<file path="src/rtl/scan_cap_pkg.sv">
package scan_cap_pkg;
   typedef enum logic {
      SYNC_GATED   = 1'b0,
      SYNC_DIVIDED = 1'b1
   } sync_mode_e;
endpackage

</file>
<file path="src/rtl/scan_assembler.sv">
module scan_assembler #(
   parameter int NUM_CH = 16,
   parameter int WORD_W = 16
) (
   input  logic                                 clk,
   input  logic                                 rst,
   input  logic                                 in_valid,
   input  logic                                 in_sof,
   input  logic [WORD_W-1:0]                    in_word,
   output logic [NUM_CH-1:0][WORD_W-1:0]        scan_now,
   output logic                                 scan_done,
   output logic [NUM_CH-1:0][WORD_W-1:0]        held_scan,
   output logic                                 held_ok
);
   localparam int IDX_W = (NUM_CH > 1) ? $clog2(NUM_CH) : 1;
   localparam logic [IDX_W-1:0] LAST_IDX = IDX_W'(NUM_CH - 1);

   logic [NUM_CH-1:0][WORD_W-1:0] work_q, work_d;
   logic [IDX_W-1:0]              idx_q, pos;
   logic                          active_q, take;

   always_comb begin
      work_d = work_q;
      take   = in_valid && (in_sof || active_q);
      pos    = in_sof ? '0 : idx_q;
      if (take) work_d[pos] = in_word;
      scan_done = take && (pos == LAST_IDX);
   end

   assign scan_now = work_d;

   always_ff @(posedge clk) begin
      if (rst) begin
         work_q    <= '0;
         idx_q     <= '0;
         active_q  <= 1'b0;
         held_scan <= '0;
         held_ok   <= 1'b0;
      end else if (take) begin
         work_q <= work_d;
         if (scan_done) begin
            active_q  <= 1'b0;
            idx_q     <= '0;
            held_scan <= work_d;
            held_ok   <= 1'b1;
         end else begin
            active_q <= 1'b1;
            idx_q    <= pos + 1'b1;
         end
      end
   end

   // a scan can only finish on a continuation word of a scan in progress
   p_done_in_run_r2: assert property (@(posedge clk) disable iff (rst)
      scan_done |-> (active_q && !in_sof));

   // when no scan is running the index has been returned to zero
   p_idle_idx_r3: assert property (@(posedge clk) disable iff (rst)
      !active_q |-> (idx_q == '0));
endmodule

</file>
<file path="src/rtl/scan_event_gen.sv">
module scan_event_gen #(
   parameter int DIV_RATIO   = 8,
   parameter bit SCAN_RISING = 1'b1
) (
   input  logic clk,
   input  logic rst,
   input  logic mode_div,
   input  logic scan_clk,
   input  logic master_tick,
   output logic evt
);
   import scan_cap_pkg::*;

   localparam int CNT_W = $clog2(DIV_RATIO);
   localparam logic [CNT_W-1:0] CNT_TOP = CNT_W'(DIV_RATIO - 1);

   sync_mode_e       mode;
   logic             prev_q, edge_evt, div_evt;
   logic [CNT_W-1:0] cnt_q;

   assign mode = sync_mode_e'(mode_div);

   always_ff @(posedge clk) begin
      if (rst) prev_q <= 1'b0;
      else     prev_q <= scan_clk;
   end

   generate
      if (SCAN_RISING) begin : g_rise
         assign edge_evt = scan_clk && !prev_q;
      end else begin : g_fall
         assign edge_evt = !scan_clk && prev_q;
      end
   endgenerate

   always_ff @(posedge clk) begin
      if (rst || mode != SYNC_DIVIDED) cnt_q <= '0;
      else if (master_tick)            cnt_q <= (cnt_q == CNT_TOP) ? '0 : cnt_q + 1'b1;
   end

   assign div_evt = master_tick && (cnt_q == CNT_TOP);
   assign evt     = (mode == SYNC_DIVIDED) ? div_evt : edge_evt;

   // divided-mode events fall only on master ticks
   p_div_on_tick_r8: assert property (@(posedge clk) disable iff (rst)
      (mode_div && evt) |-> master_tick);

   // gated-mode events fall only when the scan clock sits at its active level
   p_gated_level_r4: assert property (@(posedge clk) disable iff (rst)
      (!mode_div && evt) |-> (scan_clk == SCAN_RISING));
endmodule

</file>
<file path="src/rtl/scan_capture_reg.sv">
module scan_capture_reg #(
   parameter int NUM_CH = 16,
   parameter int WORD_W = 16
) (
   input  logic                          clk,
   input  logic                          rst,
   input  logic                          evt,
   input  logic                          scan_done,
   input  logic [NUM_CH-1:0][WORD_W-1:0] scan_now,
   input  logic [NUM_CH-1:0][WORD_W-1:0] held_scan,
   input  logic                          held_ok,
   output logic                          out_valid,
   output logic [NUM_CH-1:0][WORD_W-1:0] out_scan
);
   logic take_new, take_old;

   assign take_new = evt && scan_done;
   assign take_old = evt && !scan_done && held_ok;

   always_ff @(posedge clk) begin
      if (rst) begin
         out_valid <= 1'b0;
         out_scan  <= '0;
      end else begin
         out_valid <= take_new || take_old;
         if (take_new)      out_scan <= scan_now;
         else if (take_old) out_scan <= held_scan;
      end
   end

   // a valid output needs a finished scan one cycle earlier
   p_need_scan_r7: assert property (@(posedge clk) disable iff (rst)
      out_valid |-> $past(held_ok || scan_done));

   // a collision between completion and event takes the fresh scan
   p_new_wins_r6: assert property (@(posedge clk) disable iff (rst)
      (evt && scan_done) |=> (out_scan == $past(scan_now)));

   // the captured scan only moves together with the valid pulse
   p_hold_r10: assert property (@(posedge clk) disable iff (rst)
      !out_valid |-> $stable(out_scan));
endmodule

</file>
<file path="src/rtl/scan_capture_top.sv">
module scan_capture_top #(
   parameter int NUM_CH      = 16,
   parameter int WORD_W      = 16,
   parameter int DIV_RATIO   = 8,
   parameter bit SCAN_RISING = 1'b1
) (
   input  logic                       clk,
   input  logic                       rst,
   input  logic                       mode_div,
   input  logic                       scan_clk,
   input  logic                       master_tick,
   input  logic                       in_valid,
   input  logic                       in_sof,
   input  logic [WORD_W-1:0]          in_word,
   output logic                       out_valid,
   output logic [NUM_CH*WORD_W-1:0]   out_scan
);
   generate
      if (NUM_CH < 2)    begin : g_bad_ch  $error("NUM_CH must be at least 2");    end
      if (WORD_W < 1)    begin : g_bad_w   $error("WORD_W must be positive");      end
      if (DIV_RATIO < 2) begin : g_bad_div $error("DIV_RATIO must be at least 2"); end
   endgenerate

   logic [NUM_CH-1:0][WORD_W-1:0] scan_now, held_scan, cap_scan;
   logic                          scan_done, held_ok, evt;

   scan_assembler #(.NUM_CH(NUM_CH), .WORD_W(WORD_W)) u_asm (
      .clk(clk), .rst(rst), .in_valid(in_valid), .in_sof(in_sof), .in_word(in_word),
      .scan_now(scan_now), .scan_done(scan_done), .held_scan(held_scan), .held_ok(held_ok)
   );

   scan_event_gen #(.DIV_RATIO(DIV_RATIO), .SCAN_RISING(SCAN_RISING)) u_evt (
      .clk(clk), .rst(rst), .mode_div(mode_div), .scan_clk(scan_clk),
      .master_tick(master_tick), .evt(evt)
   );

   scan_capture_reg #(.NUM_CH(NUM_CH), .WORD_W(WORD_W)) u_cap (
      .clk(clk), .rst(rst), .evt(evt), .scan_done(scan_done), .scan_now(scan_now),
      .held_scan(held_scan), .held_ok(held_ok), .out_valid(out_valid), .out_scan(cap_scan)
   );

   assign out_scan = cap_scan;
endmodule

</file>
<file path="config.mk">
export PLATFORM = sky130hd
export DESIGN_NAME = scan_capture_top
export DESIGN_NICKNAME = d
export VERILOG_FILES = /design/src/rtl/scan_cap_pkg.sv /design/src/rtl/scan_assembler.sv /design/src/rtl/scan_event_gen.sv /design/src/rtl/scan_capture_reg.sv /design/src/rtl/scan_capture_top.sv
export SDC_FILE = /design/constraint.sdc
export NUM_CORES = 2
export LEC_CHECK = 0
export ABC_AREA = 1
export CAP_MARGIN = 25
export CORE_ASPECT_RATIO = 0.7
export CORE_MARGIN = 2
export CORE_UTILIZATION = 57
export DETAILED_ROUTE_END_ITERATION = 8
export DONT_BUFFER_PORTS = 1
export PLACE_DENSITY = 0.81
export SYNTH_ARGS = -nofsm -noshare
export SYNTH_HDL_FRONTEND = slang
export SYNTH_SLANG_ARGS = --single-unit
export TNS_END_PERCENT = 50
</file>
<file path="constraint.sdc">
create_clock -name clk -period 1.89 [get_ports clk]
set_input_delay 0.189 -clock clk [delete_from_list [all_inputs] [get_ports clk]]
set_output_delay 0.189 -clock clk [all_outputs]
set_load 0.01 [all_outputs]
</file>
==> results.cfg <==
[cells_and_area]
num-nets-final = 4709
utilization_pct = 68.0
syn_to_final_growth_pct = 18.0
drive_gt1_share_pct = 12.2
final_cells = 5482

[logic_synthesis]
synth-xor-area-share_pct = 0
synthesis.area_per_instance_um2 = 6.83
syn_nets = 4683
synth.most_common_cell = nand2_1
synth_cell_type_count = 23
synthSimpleGateAreaFrac_pct = 32.6
synthCells = 4658
synth_compound_area_share_pct = 6.25
synthArstFlopShare_pct = 0
synth_top_family_by_area = simple AND/OR/NAND/NOR gates
synth_commonest_cells = nand2_1, inv_1, dfxtp_1
synth-seq-cells = 763
yosysWarnings = 0
synth-main-ff-cell = dfxtp_1
synth_fa_ha_area_share_pct = 0.0787
synth_area_leaders = dfxtp_1, nand2_1, nand3_1, inv_1, a21oi_1
synthMuxAreaShare_pct = 0
ys_seq_area_share_pct = 48.0
synth.largest_area_cell = dfxtp_1
yosysTopAreaCellShare_pct = 48.0
synth_enable_flop_cells = 0
mappedNetlistArea_um2 = 31800

[critical_path]
timing.rr.end = u_cap.out_scan[17]
crit_fanout = 347
reg2reg_from = u_evt.cnt_q[1]
critPathLaunch = rst
cp-endpoint = u_evt.cnt_q[1]
reg2reg_depth = 12
end_kind = flip-flop
r2r_setup_slack_ns = -0.04
worstSetupPathType = in -> reg
critical_path_required_ns = 2.44
startpoint_type = input port
critPathArrivalTime_ns = 2.69

[grt]
grt_max_degree = 348
gr-total-overflow = 0
grt_usage_pct = 31.0
grt_pass1_vias = 26800
antenna_found_initial = 3
grt_first_pass_wirelength_mm = 144

[drt]
vias = 29500
wl_mm = 94.4
drt-initial-drc-count = 3005
met2WireLength_mm = 41.2
drt_first_pass_iters = 8
via_per_inst = 5.39
antenna_left = 0
drt-wirelength-per-cell_um = 17.2
routed.top_layer = met5
drc = 0
wl_met1_mm = 40.0
met3_length_mm = 9.78

[clocking]
cts_hold_buf = 23
clockBufferDepth = 3
clock-root-buffer = clkbuf_16
htreeDepth = 3
numCtsBuffers = 71
cts_tree = done
clk_pin_slew_worst_paths_ns = 0.07
cts_sinks = 763
clk-insertion-delay-late_ns = 0.62

[power_and_ir_drop]
p_switching_mw = 7.03
pwr-share-clk_pct = 47.5
max-vdd-ir-drop_v = 0.000629
p_leak_nw = 18.5
powerDensity_nw_per_um2 = 860
swShare_pct = 21.8
internal-power_mw = 25.2
power_frac_seq_pct = 50.0
combinationalPowerShare_pct = 2.5

[sta]
tightest_slew_ns = 1.47
slew_viol_final = 0
slew_headroom_pct = 2.14
max_freq_mhz = 468
setup_viol = 62
fin_crit_sh_pct = 113
min_period_ns = 2.14
rsz0062_at_grt = true
fin_skew_ns = 0.0234
layout_setup_ws_ns = -0.246
hold_viol = 39
tns_ns = -3.52
hold_ws_ns = -0.341

[min_path]
hold_path.class = in -> reg
hp-start = rst

[floorplanning]
num_io_pins = 280
die_x_um = 286
dieArea_um2 = 57800
core-area_um2 = 55200
row_count = 72
die_h_um = 202
initial_utilization_pct = 57.6

[status]
status = finished with violations
failed_checks = negative hold slack, negative setup slack

[placement]
io_buffers = 0
gp_congestion = 0.840
dpl_worst_slack_ns = -0.0528
placed_cells = 5298
dp_hpwl_mm = 57.7

[job]
cap_violations = 0
## area by class of cell
cell class              count  area, um2
fillers                  4467      17700
flip-flops and latches    763      15300
multi-input cells        2828      13000
inverters                 790       2990
repair buffers            229       2780
clock buffers             100       2140
well taps                 740        926
clock inverters            29        359
repair inverters            1       8.76
diodes                      2       5.00
## worst min-delay path by stage
stage | endpoint | cells after the start
3_3_place_gp | u_evt.prev_q | 1
2_1_floorplan | u_evt.prev_q | 2
3_5_place_dp | u_evt.prev_q | 1
5_1_grt | u_asm.work_q[135] | 1
6_report | u_asm.work_q[135] | 1
4_1_cts | u_asm.work_q[26] | 1
## critical path: stages
cell,delay [ns]
inv_8,0.87
nand2_1,0.19
a21oi_1,0.16
dlygate4sd3_1,0.56
## layout by cell type, fill, tap and decap left out, types with 3 or more instances in the layout
cell type,instances
a21oi_1,330
a21oi_2,23
buf_12,58
buf_4,117
buf_6,17
bufinv_16,7
clkbuf_1,8
clkbuf_16,84
clkbuf_8,17
clkinv_1,9
clkinv_2,11
clkinvlp_4,7
dfxtp_1,760
dfxtp_2,3
dlygate4sd3_1,23
inv_1,775
inv_2,3
inv_6,4
inv_8,3
nand2_1,1314
nand2_2,47
nand2_4,5
nand3_1,685
nand3_2,40
nand3_4,6
nand4_1,27
nor2_1,189
nor2_2,5
nor2_4,9
o21ai_0,38
or2_2,98
## layer usage
metal	track usage, %	vias to the layer above
met3	6.80	233
met5	0	-
met1	42.6	13600
met2	47.8	1356
met4	11.6	2
li1	-	14400
## power by group through the flow
stage,clock network (mW),registers [mW],logic [mW]
global placement,0,16.5,0.637
finish,15.3,16.1,0.802
floorplan,0,16.5,0.465
global route,16.1,16.1,0.841
CTS,15.4,16.1,0.761
detailed placement,0,16.5,0.640
## kinds of logic (layout without fill, tap and decap cells)
group	count (synthesis)	in the layout
other	0	2
DFF	763	763
AOI/OAI and AO/OA	397	397
buffers and inverters	1067	1149
adders and majority gates	2	2
and+or+nand+nor	2429	2429
## state kept, by name (all words and copies together) (netlist names), 3 cells and up
name	flops
u_asm.held_scan	256
u_cap.out_scan	256
u_asm.work_q	240
u_asm.idx_q	4
u_evt.cnt_q	3
## what timing repair did
item,4_1_cts,5_1_grt
endpoints found under the setup margin,120,294
setup buffers,8,9
cloned,1,12
pin swaps,2,49
resized for setup,5,166
hold endpoints to repair,543,344
## per-stage QoR
stage	total power, mW	area [um2]
global route	33.1	37500
finish	32.3	37500
floorplan	17.0	31800
detailed placement	17.1	33700
CTS	32.3	36500
global placement	17.1	33700
Note: power is estimated with default switching activity, not from simulation.
